### config.mk
export PLATFORM = sky130hd
export DESIGN_NAME = strobed_out_pair
export DESIGN_NICKNAME = d
export VERILOG_FILES = /design/src/rtl/strobed_out_pkg.sv /design/src/rtl/sync_chain.sv /design/src/rtl/strobe_edges.sv /design/src/rtl/bsr_enable_bank.sv /design/src/rtl/hs_out_port.sv /design/src/rtl/strobed_out_pair.sv
export SDC_FILE = /design/constraint.sdc
export NUM_CORES = 1
export LEC_CHECK = 0
export BUFFER_PORTS_ARGS = -buffer_cell sky130_fd_sc_hd__buf_2
export CAP_MARGIN = 10
export CORE_ASPECT_RATIO = 1.75
export CORE_MARGIN = 2
export CORE_UTILIZATION = 40
export DETAILED_ROUTE_END_ITERATION = 10
export PLACE_DENSITY = 0.64
export SLEW_MARGIN = 20
export SYNTH_ARGS = -nofsm -noshare
export SYNTH_HDL_FRONTEND = slang
export SYNTH_SLANG_ARGS = --single-unit
### constraint.sdc
create_clock -name clk -period 2.3 [get_ports clk]
set_input_delay 0.115 -clock clk [delete_from_list [all_inputs] [get_ports clk]]
set_output_delay 0.115 -clock clk [all_outputs]
set_load 0.1 [all_outputs]
### src/rtl/strobed_out_pkg.sv
package strobed_out_pkg;
  localparam int DATA_W   = 8;
  localparam int SEL_W    = 3;
  localparam int N_PORTS  = 2;
  localparam int SYNC_LEN = 2;
  localparam int ENA_IDX_A = 6;
  localparam int ENA_IDX_B = 2;

  // Bit index of the enable bit for a given port number
  function automatic int enable_index(input int port);
    return (port == 0) ? ENA_IDX_A : ENA_IDX_B;
  endfunction

  // Buffer-full flag update: a completed write wins over acknowledge
  function automatic logic full_next(input logic cur, input logic load,
                                     input logic ack_low);
    if (load)         return 1'b1;
    else if (ack_low) return 1'b0;
    else              return cur;
  endfunction

  // Interrupt flag update: disable, then strobe fall, then set condition
  function automatic logic irq_next(input logic cur, input logic en,
                                    input logic clr, input logic set);
    if (!en)      return 1'b0;
    else if (clr) return 1'b0;
    else if (set) return 1'b1;
    else          return cur;
  endfunction
endpackage

### src/rtl/sync_chain.sv
module sync_chain #(
  parameter int  STAGES = 2,
  parameter bit  INIT   = 1'b1
) (
  input  logic clk,
  input  logic rst_n,
  input  logic d_in,
  output logic q_out
);
  logic [STAGES-1:0] flops;

  genvar s;
  generate
    for (s = 0; s < STAGES; s++) begin : g_stage
      always_ff @(posedge clk or negedge rst_n) begin
        if (!rst_n) flops[s] <= INIT;
        else if (s == 0) flops[s] <= d_in;
        else flops[s] <= flops[(s == 0) ? 0 : s-1];
      end
    end
  endgenerate

  assign q_out = flops[STAGES-1];
endmodule

### src/rtl/strobe_edges.sv
module strobe_edges (
  input  logic clk,
  input  logic rst_n,
  input  logic strobe_n,
  output logic ended,
  output logic started,
  output logic idle
);
  logic prev_q;

  always_ff @(posedge clk or negedge rst_n) begin
    if (!rst_n) prev_q <= 1'b1;
    else        prev_q <= strobe_n;
  end

  assign ended   = ~prev_q &  strobe_n;
  assign started =  prev_q & ~strobe_n;
  assign idle    =  prev_q &  strobe_n;
endmodule

### src/rtl/bsr_enable_bank.sv
module bsr_enable_bank
  import strobed_out_pkg::*;
#(
  parameter int NP = N_PORTS,
  parameter int SW = SEL_W
) (
  input  logic          clk,
  input  logic          rst_n,
  input  logic          cmd_we,
  input  logic [SW-1:0] cmd_sel,
  input  logic          cmd_val,
  output logic [NP-1:0] enables
);
  logic [NP-1:0] hit;

  genvar p;
  generate
    for (p = 0; p < NP; p++) begin : g_bit
      assign hit[p] = cmd_we && (cmd_sel == SW'(enable_index(p)));
      always_ff @(posedge clk or negedge rst_n) begin
        if (!rst_n)      enables[p] <= 1'b0;
        else if (hit[p]) enables[p] <= cmd_val;
      end
    end
  endgenerate


  foreign_index_chk: assert property (@(posedge clk) disable iff (!rst_n)
    (cmd_we && hit == '0) |=> $stable(enables));
endmodule

### src/rtl/hs_out_port.sv
module hs_out_port
  import strobed_out_pkg::*;
#(
  parameter int W  = DATA_W,
  parameter int SL = SYNC_LEN
) (
  input  logic         clk,
  input  logic         rst_n,
  input  logic [W-1:0] din,
  input  logic         wr_n,
  input  logic         ack_n,
  input  logic         irq_en,
  output logic [W-1:0] dout,
  output logic         full_n,
  output logic         irq
);
  logic ack_s;
  logic wr_end, wr_start, wr_idle;
  logic full_q, irq_q;
  logic [W-1:0] data_q;
  logic irq_set;

  sync_chain #(.STAGES(SL), .INIT(1'b1)) u_ack_sync (
    .clk(clk), .rst_n(rst_n), .d_in(ack_n), .q_out(ack_s));

  strobe_edges u_wr_edges (
    .clk(clk), .rst_n(rst_n), .strobe_n(wr_n),
    .ended(wr_end), .started(wr_start), .idle(wr_idle));

  assign irq_set = ack_s & ~full_q & wr_idle;

  always_ff @(posedge clk or negedge rst_n) begin
    if (!rst_n) begin
      data_q <= '0;
      full_q <= 1'b0;
      irq_q  <= 1'b0;
    end else begin
      if (wr_end) data_q <= din;
      full_q <= full_next(full_q, wr_end, ~ack_s);
      irq_q  <= irq_next(irq_q, irq_en, wr_start, irq_set);
    end
  end

  assign dout   = data_q;
  assign full_n = ~full_q;
  assign irq    = irq_q;


  load_full_chk: assert property (@(posedge clk) disable iff (!rst_n)
    wr_end |=> (!full_n && dout == $past(din)));

  data_hold_chk: assert property (@(posedge clk) disable iff (!rst_n)
    !wr_end |=> $stable(dout));

  ack_release_chk: assert property (@(posedge clk) disable iff (!rst_n)
    (!ack_s && !wr_end) |=> full_n);

  irq_raise_chk: assert property (@(posedge clk) disable iff (!rst_n)
    (irq_en && ack_s && full_n && wr_idle) |=> irq);

  irq_clear_chk: assert property (@(posedge clk) disable iff (!rst_n)
    wr_start |=> !irq);

  irq_gate_chk: assert property (@(posedge clk) disable iff (!rst_n)
    !irq_en |=> !irq);
endmodule

### src/rtl/strobed_out_pair.sv
module strobed_out_pair
  import strobed_out_pkg::*;
(
  input  logic              clk,
  input  logic              rst_n,
  input  logic [DATA_W-1:0] cpu_din,
  input  logic              wr_a_n,
  input  logic              wr_b_n,
  input  logic              bsr_we,
  input  logic [SEL_W-1:0]  bsr_sel,
  input  logic              bsr_val,
  input  logic              ack_a_n,
  input  logic              ack_b_n,
  output logic [DATA_W-1:0] pa_dout,
  output logic [DATA_W-1:0] pb_dout,
  output logic              obf_a_n,
  output logic              obf_b_n,
  output logic              intr_a,
  output logic              intr_b
);
  logic [N_PORTS-1:0] wr_v, ack_v, full_v, irq_v, ena_v;
  logic [DATA_W-1:0]  dout_v [N_PORTS];

  assign wr_v  = {wr_b_n, wr_a_n};
  assign ack_v = {ack_b_n, ack_a_n};

  bsr_enable_bank #(.NP(N_PORTS), .SW(SEL_W)) u_enables (
    .clk(clk), .rst_n(rst_n), .cmd_we(bsr_we), .cmd_sel(bsr_sel),
    .cmd_val(bsr_val), .enables(ena_v));

  genvar p;
  generate
    for (p = 0; p < N_PORTS; p++) begin : g_port
      hs_out_port #(.W(DATA_W), .SL(SYNC_LEN)) u_port (
        .clk(clk), .rst_n(rst_n), .din(cpu_din), .wr_n(wr_v[p]),
        .ack_n(ack_v[p]), .irq_en(ena_v[p]), .dout(dout_v[p]),
        .full_n(full_v[p]), .irq(irq_v[p]));
    end
  endgenerate

  assign pa_dout = dout_v[0];
  assign pb_dout = dout_v[1];
  assign obf_a_n = full_v[0];
  assign obf_b_n = full_v[1];
  assign intr_a  = irq_v[0];
  assign intr_b  = irq_v[1];
endmodule

-- Word-level counts from Yosys, hierarchy flattened
Cells that the tools add are included.
- register bits after elaboration: 28
- bits in latches: 0
- memory bits (writable): 0
- ROM bits: 0
- input bits: 19
- output and inout port bits: 20
- word-level logic and storage cells: 48
- memories kept: 0
- add/sub/neg operators: 0
- multiply operators: 0
- divide/modulo/power cells: 0
- $lt $le $gt $ge: 0
- equal/unequal tests: 6
- shift-type cells: 0
- muxes and demuxes: 10
- bitwise logic cells: 16
- reduce and logical (&&, ||, !) cells: 2
- operator list (cell ; count):
    $and 1x1->1 ; 10
    $mux 1 ; 10
    $ne 3x1->1 const B ; 2
    $not 1->1 ; 6
    $ne 2x2->1 const B ; 2
    $eq 3x2->1 const B ; 1
    $eq 3x3->1 const B ; 1
    $logic_and 1x1->1 ; 2

-- Depth between registers and ports, before layout
Gate-level depths: netlist of run 1.
- depth in word-level cells: 6
- mapped depth: 3
- depth with buffers taken out: 2

-- Modules after synthesis
Synthesis of run 1 repeated with hierarchy kept, for this count alone.
- cell total of the unflattened synthesis: 68
- area total of the unflattened synthesis: 1133.6 µm²
- by module, submodules not included (module ; instances ; cells each ; area an instance (µm²) ; seq. area each (µm²)):
    hs_out_port ; 2 ; 25 ; 416.6 ; 250.2
    sync_chain ; 2 ; 2 ; 52.6 ; 52.6
    bsr_enable_bank ; 1 ; 6 ; 97.6 ; 50.0
    strobe_edges ; 2 ; 4 ; 48.8 ; 26.3

-- Least setup slack after synthesis of run 1
Ideal clock, no wire load.
- path kind: register to register
- from: register, netlist name g_port[0].u_port.irq
- to: register g_port[0].u_port.irq_q
- library setup time: 0.067 ns
- data arrival time: 1.226 ns
- required time: 2.233 ns
- path slack: 1.007 ns
- stages on the path, launching flop included: 2
- path buffers: 0
- period minus slack after synthesis: 1.293 ns
- cells stage by stage: dfrtp_1 o221a_2
- RTL lines (what ; line ; RTL):
    to (signal assigned) ; hs_out_port.sv:40 ; irq_q <= irq_next(irq_q, irq_en, wr_start, irq_set);
    to (decl) ; hs_out_port.sv:19 ; logic full_q, irq_q;

-- Worst setup path after layout of run 1
- from: input port wr_a_n
- to: register g_port[0].u_port.data_q[2]
- longest elaborated chain between the ends: 1
- ends and longest elaborated chain (what ; line ; RTL):
    from (decl) ; strobed_out_pair.sv:7 ; input logic wr_a_n,
    $and 1x1->1 ; strobe_edges.sv:16 ; assign ended = ~prev_q & strobe_n;
    to (signal assigned) ; hs_out_port.sv:38 ; if (wr_end) data_q <= din;
    to (decl) ; hs_out_port.sv:20 ; logic [W-1:0] data_q;
Every way passes these cells.
A chain may end at the register's enable or synchronous reset.

==> key figures, run 1 <==
CTS
  • CTS resizes: 0
  • Worst skew pair latency: between 0.2 and 0.3 ns
  • Clk root buf: clkbuf_8
  • CTS Sinks: 28
  • Post-CTS Setup Bufs: 0
  • Clock tree buffer depth: 2
  • Post-cts hold buffer count: 5
  • Clock transition at path regs: approximately 0.09 ns
  • Total CTS buffers: 3
  • TritonCTS clock tree: done
  • CTS H-tree depth: 1

Worst setup path
  • Arr. time, crit path: ~1.5 ns
  • Crit path cell chain: dlygate4sd3_1 -> buf_2 -> nor2b_4 -> mux2_4
  • CP Launch Type: input pin
  • Critical path required time: 2.45 ns
  • CP peak stage delay: about 0.53 ns
  • Worst r2r path cells: 2
  • Critical Path End Type: register
  • Crit-path max FO: 9
  • Crit path kind: input pin to register
  • CP max-delay cell: dlygate4sd3_1

Cells and area
  • Final nets: 128
  • Layout cell share with drive strength beyond 1: between 60% and 70%
  • Non-Filler Instances: ~140
  • Final instance area: 1419 µm²
  • Area Growth Syn to Fin: 27.56%
  • Fill cells: 236
  • Antenna Diode Count: 0

Detailed routing
  • Mean number of vias per cell: around 4.9
  • Initial DRC Count: 3
  • Detail Route Antenna Nets: 0
  • 1st-pass router iterations: 4
  • DRC: 0
  • Final wirelength: 1.972 mm
  • WL/cell: between 10 and 15 µm
  • Via count: 658

GRT
  • GRT Residual Overflow: 0
  • Vias in the first global route: 732
  • GR Util All Layers: between 10 and 15%
  • Global-route wire length before repair: between 3 and 4 mm
  • Pin count of the biggest net entering global routing: 29
  • Initial antenna violation count: 0

Timing
  • Max-Slew Margin vs Limit: about three fifths
  • Max Fclk: ~770 MHz
  • Worst-Margin Slew: between 0.6 and 0.7 ns
  • Final period utilization: a little under three fifths
  • Max Clock Skew: between 0.005 and 0.006 ns
  • RSZ-0062 raised after global routing: false
  • Crit path time final: ~1.3 ns
  • Final worst slack: around 1 ns
  • Final hold vios: 0
  • Sum of negative setup slack: 0 ns
  • Fin. max-slew vios: 0
  • Final setup violating endpoints: 0

Placed design
  • DP Cell Count: 126
  • Buffers on Ports: 38
  • Post-DP HPWL: ~1.4 mm
  • Post-place instance area: between 1000 and 1500 µm²
  • Place WS: 1.086 ns
  • GPL Wtd Cong: 0.7643

Power
  • Power Dens Cells: ~1000 nW/µm²
  • Seq pwr share: 41.5%
  • Leakage Power: 0.7451 nW
  • Clock power share: between 20% and 30%
  • NetSw: 0.5902 mW
  • VDD IR max: around 0.55 mV
  • Switch share: 41.53%
  • Share of total power in combinational logic: a little under two fifths
  • Int Pwr: roughly 0.83 mW

Synthesis
  • Post-Synthesis Cell Area: 1112 µm²
  • Syn Nets: between 80 and 90
  • Post-synthesis instance total: 63
  • Sequential cell area fraction in the yosys report: between 60% and 70%
  • FF+latch count, synth: 28
  • Post-synthesis cell type count: 14
  • Mean Syn Cell Area: 17.66 µm²
  • Yosys warning count: 0

Floorplanning
  • Initial core utilization: 41.35%
  • Die Wd: roughly 44 µm
  • Core region area: 2690 µm²
  • Die ar.: approximately 3200 µm²
  • Ports: 39
  • Row count: 25
  • Die Span Y: about 74 µm

Min path
  • Min-Delay Path Class: input pin to register
  • Hold Path Depth: 2

Status
  • Outcome: finished clean

Run
  • Max_cap viols: 0
## critical path, delay by kind of cell
| family | cells | cell delay, ns |
|---|---|---|
| simple gates | 1 | 0.36 |
| mux | 1 | 0.34 |
| buf+inv | 2 | 0.65 |
## synth_stat cells
| master | number | area [µm²] |
|---|---|---|
| mux2_4 | 16 | 240.2 |
| dfstp_2 | 6 | 157.7 |
| o221a_2 | 2 | 22.52 |
| and3b_1 | 2 | 17.52 |
| nor2b_4 | 1 | 13.76 |
| dfrtp_1 | 22 | 550.5 |
| mux2_2 | 2 | 22.52 |
| nand2b_4 | 1 | 13.76 |
| inv_1 | 4 | 15.01 |
| buf_6 | 2 | 22.52 |
| a21o_1 | 1 | 7.510 |
| nand4b_1 | 1 | 8.760 |
| and4bb_2 | 1 | 12.51 |
| nand2_1 | 2 | 7.510 |
## registers in the layout (all words and copies together) (netlist names)
name,count
g_port.u_port.dout,16
g_port.u_port.irq,2
g_port.u_port.u_ack_sync.flops,2
g_port.u_port.u_ack_sync.q_out,2
u_enables.enables,2
g_port.u_port.full_q,2
g_port.u_port.u_wr_edges.prev_q,2
## cells by family (layout without fill, tap and decap cells)
family	Yosys count	after routing	synth area share [%]
simple gates	8	8	6.637
flops	28	28	63.67
buf+inv	6	51	3.374
mux	18	18	23.62
compound gates	3	3	2.700
## final timing paths
kind,startpoint,end,slack [ns]
min in group asynchronous,rst_n,g_port[0].u_port.dout[4]$_DFFE_PN0P_,0.39
max in group asynchronous,rst_n,g_port[1].u_port.dout[6]$_DFFE_PN0P_,1.52
setup / recovery,wr_a_n,g_port[0].u_port.dout[2]$_DFFE_PN0P_,0.99
setup reg to reg,g_port[1].u_port.u_wr_edges.prev_q$_DFF_PN1_,g_port[1].u_port.dout[3]$_DFFE_PN0P_,1.08
hold / removal,cpu_din[4],g_port[1].u_port.dout[4]$_DFFE_PN0P_,0.1
hold reg to reg,g_port[1].u_port.u_ack_sync.flops[0]$_DFF_PN1_,g_port[1].u_port.u_ack_sync.q_out$_DFF_PN1_,0.36
## power groups by stage
stage,sequential [mW],combinational (mW),clock (mW)
6_report,0.590,0.540,0.291
5_1_grt,0.599,0.558,0.323
4_1_cts,0.591,0.544,0.296
3_5_place_dp,0.598,0.537,0
3_3_place_gp,0.600,0.531,0
2_1_floorplan,0.920,0.121,0
## area by class of cell
class | instances | area [µm²] | share of cell area [%]
clock buffer | 4 | 55.05 | 3.880
timing repair buffer | 43 | 240.2 | 16.93
tap | 27 | 33.78 | 2.381
inverter | 4 | 15.01 | 1.058
multi-input combinational | 29 | 366.6 | 25.84
sequential | 28 | 708.2 | 49.91
## through the flow
stage                     hold slack, ns  util [%]  power [mW]
after floorplan                  -0.1806         -       1.041
after global placement            0.1433     48.84       1.131
after detailed placement          0.1596     48.84       1.135
after CTS                        0.09310     52.74       1.431
after global routing             0.08458     52.74       1.479
final                            0.09589     52.74       1.421
## routing by layer
metal / share of wire [%] / track usage (%) / up-vias
li1: - / - / 309
met1: 41 / 16.35 / 325
met2: 52 / 25.00 / 22
met3: 6.4 / 2.948 / 2
met4: 1.1 / 4.040 / 0
met5: 0 / 0 / -
## cells in the final DEF (no fill, tap or decap)
cell type / Yosys / layout
dfstp_2: 6 / 6
nand4b_1: 1 / 1
mux2_4: 16 / 16
nand2b_4: 1 / 1
inv_1: 4 / 4
nor2b_4: 1 / 1
a21o_1: 1 / 1
clkbuf_8: 0 / 4
nand2_1: 2 / 2
and4bb_2: 1 / 1
and3b_1: 2 / 2
buf_2: 0 / 38
o221a_2: 2 / 2
dfrtp_1: 22 / 22
dlygate4sd3_1: 0 / 5
mux2_2: 2 / 2
Power figures use the tool's default switching activity.
==> run 2: changes to the inputs <==
--- a/config.mk
+++ b/config.mk
@@ -11,7 +11,7 @@
 export CORE_MARGIN = 2
 export CORE_UTILIZATION = 40
 export DETAILED_ROUTE_END_ITERATION = 10
-export PLACE_DENSITY = 0.64
+export PLACE_DENSITY = 0.67
 export SLEW_MARGIN = 20
 export SYNTH_ARGS = -nofsm -noshare
 export SYNTH_HDL_FRONTEND = slang
==> constraint.sdc (replaced) <==
create_clock -name clk -period 1.1 [get_ports clk]
set_input_delay 0.055 -clock clk [delete_from_list [all_inputs] [get_ports clk]]
set_output_delay 0.055 -clock clk [all_outputs]
set_load 0.1 [all_outputs]
==> key figures, run 2 (synthesis gave the netlist of run 1 again) <==
Status
  • Outcome: complete, but fails checks (was finished clean)
  • Failing checks: negative setup slack

Run
  • Max_cap viols: 0 (unchanged)

GRT
  • Vias in the first global route: 746 (was 732)
  • GR Util All Layers: 14.79% (was 13.98%)
  • Initial antenna violation count: 0 (unchanged)
  • GRT Residual Overflow: 0 (unchanged)
  • Pin count of the biggest net entering global routing: 29 (unchanged)
  • Global-route wire length before repair: 3.546 mm (was 3.339 mm)

Detailed routing
  • Via count: 698 (was 658)
  • Detail Route Antenna Nets: 0 (unchanged)
  • 1st-pass router iterations: 4 (unchanged)
  • Mean number of vias per cell: 4.986 (was 4.874)
  • WL/cell: 15.68 µm (was 14.61 µm)
  • DRC: 0 (unchanged)
  • Final wirelength: 2.195 mm (was 1.972 mm)
  • Initial DRC Count: 17 (was 3)

Timing
  • Final setup violating endpoints: 12 (was 0)
  • Max Clock Skew: 0.002374 ns (was 0.005291 ns)
  • Worst-Margin Slew: 0.5997 ns (was 0.6044 ns)
  • Final hold vios: 0 (unchanged)
  • Crit path time final: between 1 and 1.5 ns
  • Final worst slack: -0.05563 ns (was 0.9929 ns)
  • Fin. max-slew vios: 0 (unchanged)
  • RSZ-0062 raised after global routing: true (was false)
  • Final period utilization: 105.1%
  • Sum of negative setup slack: -0.3791 ns (was 0 ns)
  • Max-Slew Margin vs Limit: 60.02% (was 59.71%)
  • Max Fclk: between 800 and 900 MHz

Power
  • VDD IR max: 1.175 mV (was 0.5517 mV)
  • Clock power share: 22.1% (was 20.5%)
  • Share of total power in combinational logic: 41.1% (was 38.0%)
  • Leakage Power: 0.8665 nW (was 0.7451 nW)
  • NetSw: 1.317 mW (was 0.5902 mW)
  • Switch share: 36.91% (was 41.53%)
  • Seq pwr share: 36.9% (was 41.5%)
  • Int Pwr: 2.251 mW (was 0.8310 mW)
  • Power Dens Cells: 1973 nW/µm² (was 1002 nW/µm²)

Worst setup path
  • WP buf/inv: 0 (was 2)
  • Crit path cell chain: nand2b_4 -> mux2_4 (was dlygate4sd3_1 -> buf_2 -> nor2b_4 -> mux2_4)
  • Arr. time, crit path: 1.31 ns (was 1.46 ns)
  • Critical path required time: 1.26 ns (was 2.45 ns)
  • RR Startpoint: g_port[1].u_port.u_wr_edges.prev_q$_DFF_PN1_ (unchanged)
  • R2R setup slack: -0.06 ns (was 1.08 ns)
  • Crit-path max FO: 5 (was 9)
  • Family with the most delay on the worst path: flip-flops (was buffers and inverters)
  • CP max-delay cell: dfstp_2 (was dlygate4sd3_1)
  • Worst reg2reg endpoint: g_port[1].u_port.dout[7]$_DFFE_PN0P_ (was g_port[1].u_port.dout[3]$_DFFE_PN0P_)
  • Critical Path End Type: register (unchanged)
  • CP Launch Type: register (was input pin)
  • Crit path kind: register to register (was input pin to register)
  • Worst r2r path cells: 2 (unchanged)
  • CP peak stage delay: 0.56 ns (was 0.53 ns)

Cells and area
  • Register area: 730.7 µm² (was 708.2 µm²)
  • Fill cells: 182 (was 236)
  • Antenna Diode Count: 0 (unchanged)
  • Most common cell after layout, fill and taps aside: buf_12 (was buf_2)
  • Multi-input gate area: 394.1 µm² (was 366.6 µm²)
  • Finished Core Util: 67.21% (was 52.74%)
  • Commonest cells after routing, fill and taps aside: buf_12, dfrtp_2, buf_2 (was buf_2, dfrtp_1, mux2_4)
  • Area Growth Syn to Fin: 62.54% (was 27.56%)
  • Final nets: 133 (was 128)
  • Layout cell share with drive strength beyond 1: 83.19% (was 65.74%)
  • Max reg flops: 16 (unchanged)

Floorplanning
  • Core region area: 2690 µm² (unchanged)
  • Initial core utilization: 41.35% (unchanged)
  • Row count: 25 (unchanged)
  • Die Span Y: 73.76 µm (unchanged)
  • Die Wd: 43.86 µm (unchanged)
  • Die ar.: 3235 µm² (unchanged)
  • Ports: 39 (unchanged)

Placed design
  • GPL Wtd Cong: 0.7592 (was 0.7643)
  • Post-DP HPWL: 1.469 mm (was 1.410 mm)
  • Buffers on Ports: 38 (unchanged)

CTS
  • Clock transition at path regs: 0.09 ns (about the same)
  • Worst skew pair latency: 0.27 ns (was 0.26 ns)
  • CTS H-tree depth: 1 (unchanged)
  • CTS Sinks: 28 (unchanged)
  • Total CTS buffers: 3 (unchanged)
  • Clk root buf: clkbuf_8 (unchanged)
  • Clock tree buffer depth: 2 (unchanged)
  • TritonCTS clock tree: done (unchanged)

Min path
  • Hold Path Depth: 2 (unchanged)
  • Min-Delay Path Class: input pin to register (unchanged)
  • Hold path start: bsr_val (was cpu_din[4])
  • Hold path endpoint: u_enables.enables[1]$_DFFE_PN0P_ (was g_port[1].u_port.dout[4]$_DFFE_PN0P_)
## run 2: layout make-up
cell class	count	share of cell area, %
inverters	4	0.8305
multi-input cells	31	21.80
clock buffers	3	2.284
well taps	27	1.869
repair buffers	46	31.14
flip-flops and latches	28	40.42
clock inverters	1	1.661
## run 2: stage by stage
stage	cell area, µm²	total power, mW	cells	setup slack [ns]	hold slack, ns
global route	1808	3.694	140	-0.09404	0.01793
detailed placement	1644	2.773	127	-0.09509	0.1012
finish	1808	3.567	140	-0.05563	0.03065
CTS	1800	3.592	139	-0.07064	0.02750
floorplan	1139	2.197	63	-0.07308	-0.2406
global placement	1644	2.758	127	-0.07775	0.08846
## run 2: worst max path at each step
stage | from | to | slack [ns] | cells after the start
CTS | g_port[1].u_port.u_wr_edges.prev_q$_DFF_PN1_ | g_port[1].u_port.dout[5]$_DFFE_PN0P_ | -0.07 | 2
detailed placement | g_port[1].u_port.u_wr_edges.prev_q$_DFF_PN1_ | g_port[1].u_port.dout[3]$_DFFE_PN0P_ | -0.1 | 2
finish | g_port[1].u_port.u_wr_edges.prev_q$_DFF_PN1_ | g_port[1].u_port.dout[7]$_DFFE_PN0P_ | -0.06 | 2
floorplan | g_port[1].u_port.u_wr_edges.prev_q$_DFF_PN1_ | g_port[1].u_port.dout[0]$_DFFE_PN0P_ | -0.07 | 3
global route | g_port[1].u_port.u_wr_edges.prev_q$_DFF_PN1_ | g_port[1].u_port.dout[7]$_DFFE_PN0P_ | -0.09 | 2
global placement | g_port[1].u_port.u_wr_edges.prev_q$_DFF_PN1_ | g_port[1].u_port.dout[7]$_DFFE_PN0P_ | -0.08 | 2
## run 2: worst register-to-register path, cell delays in order, from the launching register on
cell and delay [ns]:
dfstp_2 0.56, nand2b_4 0.18, mux2_4 0.31
## run 2: power groups by stage
stage	Combinational, mW	Clock, mW	Sequential, mW
floorplan	0.251	0	1.95
detailed placement	1.45	0	1.33
global route	1.50	0.859	1.33
CTS	1.47	0.806	1.31
global placement	1.43	0	1.33
finish	1.47	0.787	1.31
## run 2: routing by layer
metal / share of wire (%) / up-vias / track usage (%)
li1: - / 315 / -
met1: 39 / 358 / 19.52
met2: 55 / 23 / 24.67
met3: 4.2 / 2 / 1.720
met5: 0 / - / 0
met4: 0.96 / 0 / 5.051
## run 2: repair_timing
action                                  in CTS  in global routing
gates resized for setup                      2                  0
endpoints found under the setup margin      16                 16
endpoints found under the hold margin       26                  0
hold buffers                                 5                  0
cloned                                       2                  0
setup buffers                                1                  1
==> run 3: changes to the inputs <==
==> constraint.sdc (replaced) <==
create_clock -name clk -period 0.95 [get_ports clk]
set_input_delay 0.0475 -clock clk [delete_from_list [all_inputs] [get_ports clk]]
set_output_delay 0.0475 -clock clk [all_outputs]
set_load 0.1 [all_outputs]
==> key figures, run 3 (synthesis gave the netlist of run 1 again) <==
Cells and area
  • Final instance area: 1843 µm² (was 1808 µm²)
  • Fill cells: 171 (was 182)
  • Area Growth Syn to Fin: 65.69% (was 62.54%)
  • Commonest cells after routing, fill and taps aside: buf_12, buf_2, dfrtp_2 (was buf_12, dfrtp_2, buf_2)
  • Max reg flops: 16 (unchanged)
  • Antenna Diode Count: 0 (unchanged)
  • Final nets: 134 (was 133)
  • Most common cell after layout, fill and taps aside: buf_12 (unchanged)
  • Register area: 733.2 µm² (was 730.7 µm²)
  • Layout cell share with drive strength beyond 1: 86.84% (was 83.19%)
  • Multi-input gate area: 402.9 µm² (was 394.1 µm²)

CTS
  • Total CTS buffers: 3 (unchanged)
  • CTS H-tree depth: 1 (unchanged)
  • Clock transition at path regs: 0.09 ns (about the same)
  • CTS Sinks: 28 (unchanged)
  • Clock tree buffer depth: 2 (unchanged)
  • Clk root buf: clkbuf_8 (unchanged)
  • Worst skew pair latency: 0.27 ns (about the same)
  • TritonCTS clock tree: done (unchanged)

Status
  • Outcome: complete, but fails checks (unchanged)
  • Failing checks: negative setup slack (unchanged)

Placed design
  • Post-DP HPWL: 1.606 mm (was 1.469 mm)
  • Post-place instance area: 1678 µm² (was 1644 µm²)
  • GPL Wtd Cong: 0.6690 (was 0.7592)
  • Buffers on Ports: 38 (unchanged)

Detailed routing
  • Via count: 696 (was 698)
  • DRC: 0 (unchanged)
  • WL/cell: 16.04 µm (was 15.68 µm)
  • 1st-pass router iterations: 2 (was 4)
  • DR WL met2: 1.314 mm (was 1.216 mm)
  • Final wirelength: 2.261 mm (was 2.195 mm)
  • Initial DRC Count: 8 (was 17)
  • Detail Route Antenna Nets: 0 (unchanged)
  • DR WL met3: 76 µm (was 92 µm)
  • Mean number of vias per cell: 4.936 (was 4.986)
  • Top Layer Used: met4 (unchanged)
  • Wl on met1: 841 µm (was 865 µm)

Timing
  • Worst-Margin Slew: 0.5828 ns (was 0.5997 ns)
  • Max Fclk: 850.2 MHz (was 865.3 MHz)
  • Crit path time final: 1.176 ns (was 1.156 ns)
  • Max Clock Skew: 0.004588 ns (was 0.002374 ns)
  • Final setup violating endpoints: 21 (was 12)
  • Final hold vios: 0 (unchanged)
  • RSZ-0062 raised after global routing: true (unchanged)
  • Fin. max-slew vios: 0 (unchanged)
  • Final worst slack: -0.2262 ns (was -0.05563 ns)
  • Final period utilization: 123.8% (was 105.1%)
  • Hold WS: 0.01945 ns (was 0.03065 ns)
  • Max-Slew Margin vs Limit: 61.15% (was 60.02%)

Worst setup path
  • CP max-delay cell: dfstp_2 (unchanged)
  • RR Startpoint: g_port[1].u_port.u_wr_edges.prev_q$_DFF_PN1_ (unchanged)
  • Critical path required time: 1.11 ns (was 1.26 ns)
  • Crit path cell chain: nand2b_4 -> mux2_4 (unchanged)
  • Worst reg2reg endpoint: g_port[1].u_port.dout[2]$_DFFE_PN0P_ (was g_port[1].u_port.dout[7]$_DFFE_PN0P_)
  • Critical Path End Type: register (unchanged)
  • Arr. time, crit path: 1.33 ns (was 1.31 ns)
  • R2R setup slack: -0.23 ns (was -0.06 ns)
  • Crit path kind: register to register (unchanged)
  • Crit-path max FO: 5 (unchanged)
  • Worst Setup EP: g_port[1].u_port.dout[2]$_DFFE_PN0P_ (was g_port[1].u_port.dout[7]$_DFFE_PN0P_)
  • CP Launch Point: g_port[1].u_port.u_wr_edges.prev_q$_DFF_PN1_ (unchanged)
  • Worst r2r path cells: 2 (unchanged)
  • CP Launch Type: register (unchanged)
  • CP peak stage delay: 0.56 ns (about the same)

Floorplanning
  • Core region area: 2690 µm² (unchanged)
  • Die Span Y: 73.76 µm (unchanged)
  • Ports: 39 (unchanged)
  • Row count: 25 (unchanged)
  • Die ar.: 3235 µm² (unchanged)
  • Die Wd: 43.86 µm (unchanged)
  • Initial core utilization: 41.35% (unchanged)

Power
  • Seq pwr share: 36.7% (was 36.9%)
  • Clock power share: 21.9% (was 22.1%)
  • NetSw: 1.542 mW (was 1.317 mW)
  • Leakage Power: 0.8716 nW (was 0.8665 nW)
  • VDD IR max: 1.670 mV (was 1.175 mV)
  • Share of total power in combinational logic: 41.4% (was 41.1%)
  • Switch share: 36.98% (was 36.91%)
  • Power Dens Cells: 2262 nW/µm² (was 1973 nW/µm²)
  • Int Pwr: 2.627 mW (was 2.251 mW)

GRT
  • Initial antenna violation count: 0 (unchanged)
  • GRT Residual Overflow: 0 (unchanged)
  • Pin count of the biggest net entering global routing: 29 (unchanged)
  • GR Util All Layers: 15.44% (was 14.79%)
  • Global-route wire length before repair: 3.601 mm (was 3.546 mm)
  • Vias in the first global route: 769 (was 746)

Run
  • Max_cap viols: 0 (unchanged)

Min path
  • Min-Delay Path Class: input pin to register (unchanged)
-- run 3: layer usage --
layer  global-route usage, %  vias up
met5                       0        -
met4                   7.071        0
met3                   1.720        2
met2                   26.47       18
met1                   18.89      355
li1                        -      321
-- run 3: final cells by class --
class,count,share of cell area (%)
inverter,4,1.222
sequential,28,39.78
clock inverter,1,1.629
timing repair buffer,47,31.43
clock buffer,3,2.240
tap,27,1.833
multi-input combinational,31,21.86
-- run 3: worst min-delay path by stage --
stage	startpoint	end	cells after the start
5_1_grt	cpu_din[4]	g_port[1].u_port.dout[4]$_DFFE_PN0P_	2
6_report	cpu_din[5]	g_port[0].u_port.dout[5]$_DFFE_PN0P_	2
2_1_floorplan	rst_n	g_port[0].u_port.dout[0]$_DFFE_PN0P_	0
3_5_place_dp	rst_n	u_enables.enables[0]$_DFFE_PN0P_	1
4_1_cts	cpu_din[5]	g_port[1].u_port.dout[5]$_DFFE_PN0P_	2
3_3_place_gp	rst_n	u_enables.enables[0]$_DFFE_PN0P_	1
-- run 3: stage by stage --
stage          setup TNS (ns)  utilization, %  cells  power, mW  worst slack [ns]
3_3_place_gp           -3.453           62.37    129      3.225           -0.2470
4_1_cts                -3.474           68.23    140      4.207           -0.2420
6_report               -3.385           68.51    141      4.169           -0.2262
5_1_grt                -4.117           68.51    141      4.307           -0.2596
2_1_floorplan          -3.248               -     63      2.558           -0.2231
3_5_place_dp           -3.877           62.37    129      3.248           -0.2671
-- run 3: power by group through the flow --
| stage | clock network, mW | registers, mW | logic, mW |
|---|---|---|---|
| after global placement | 0 | 1.54 | 1.68 |
| after CTS | 0.939 | 1.53 | 1.74 |
| final | 0.913 | 1.53 | 1.73 |
| after global routing | 0.985 | 1.55 | 1.78 |
| after detailed placement | 0 | 1.55 | 1.70 |
| after floorplan | 0 | 2.26 | 0.297 |
-- run 3: timing repair --
action                                 in CTS  in global routing
buffers inserted                            1                  1
gates cloned                                2                  0
hold buffers                                4                  0
pin swaps                                   3                  0
endpoints found under the hold margin      25                  0
setup endpoints to repair                  22                 32
gates resized for setup                     5                  1
-- run 3: worst max-delay path: cells and delay by family (launching register included) --
family,cells,cell delay [ns]
muxes,1,0.31
and+or+nand+nor,1,0.19
DFF,1,0.56
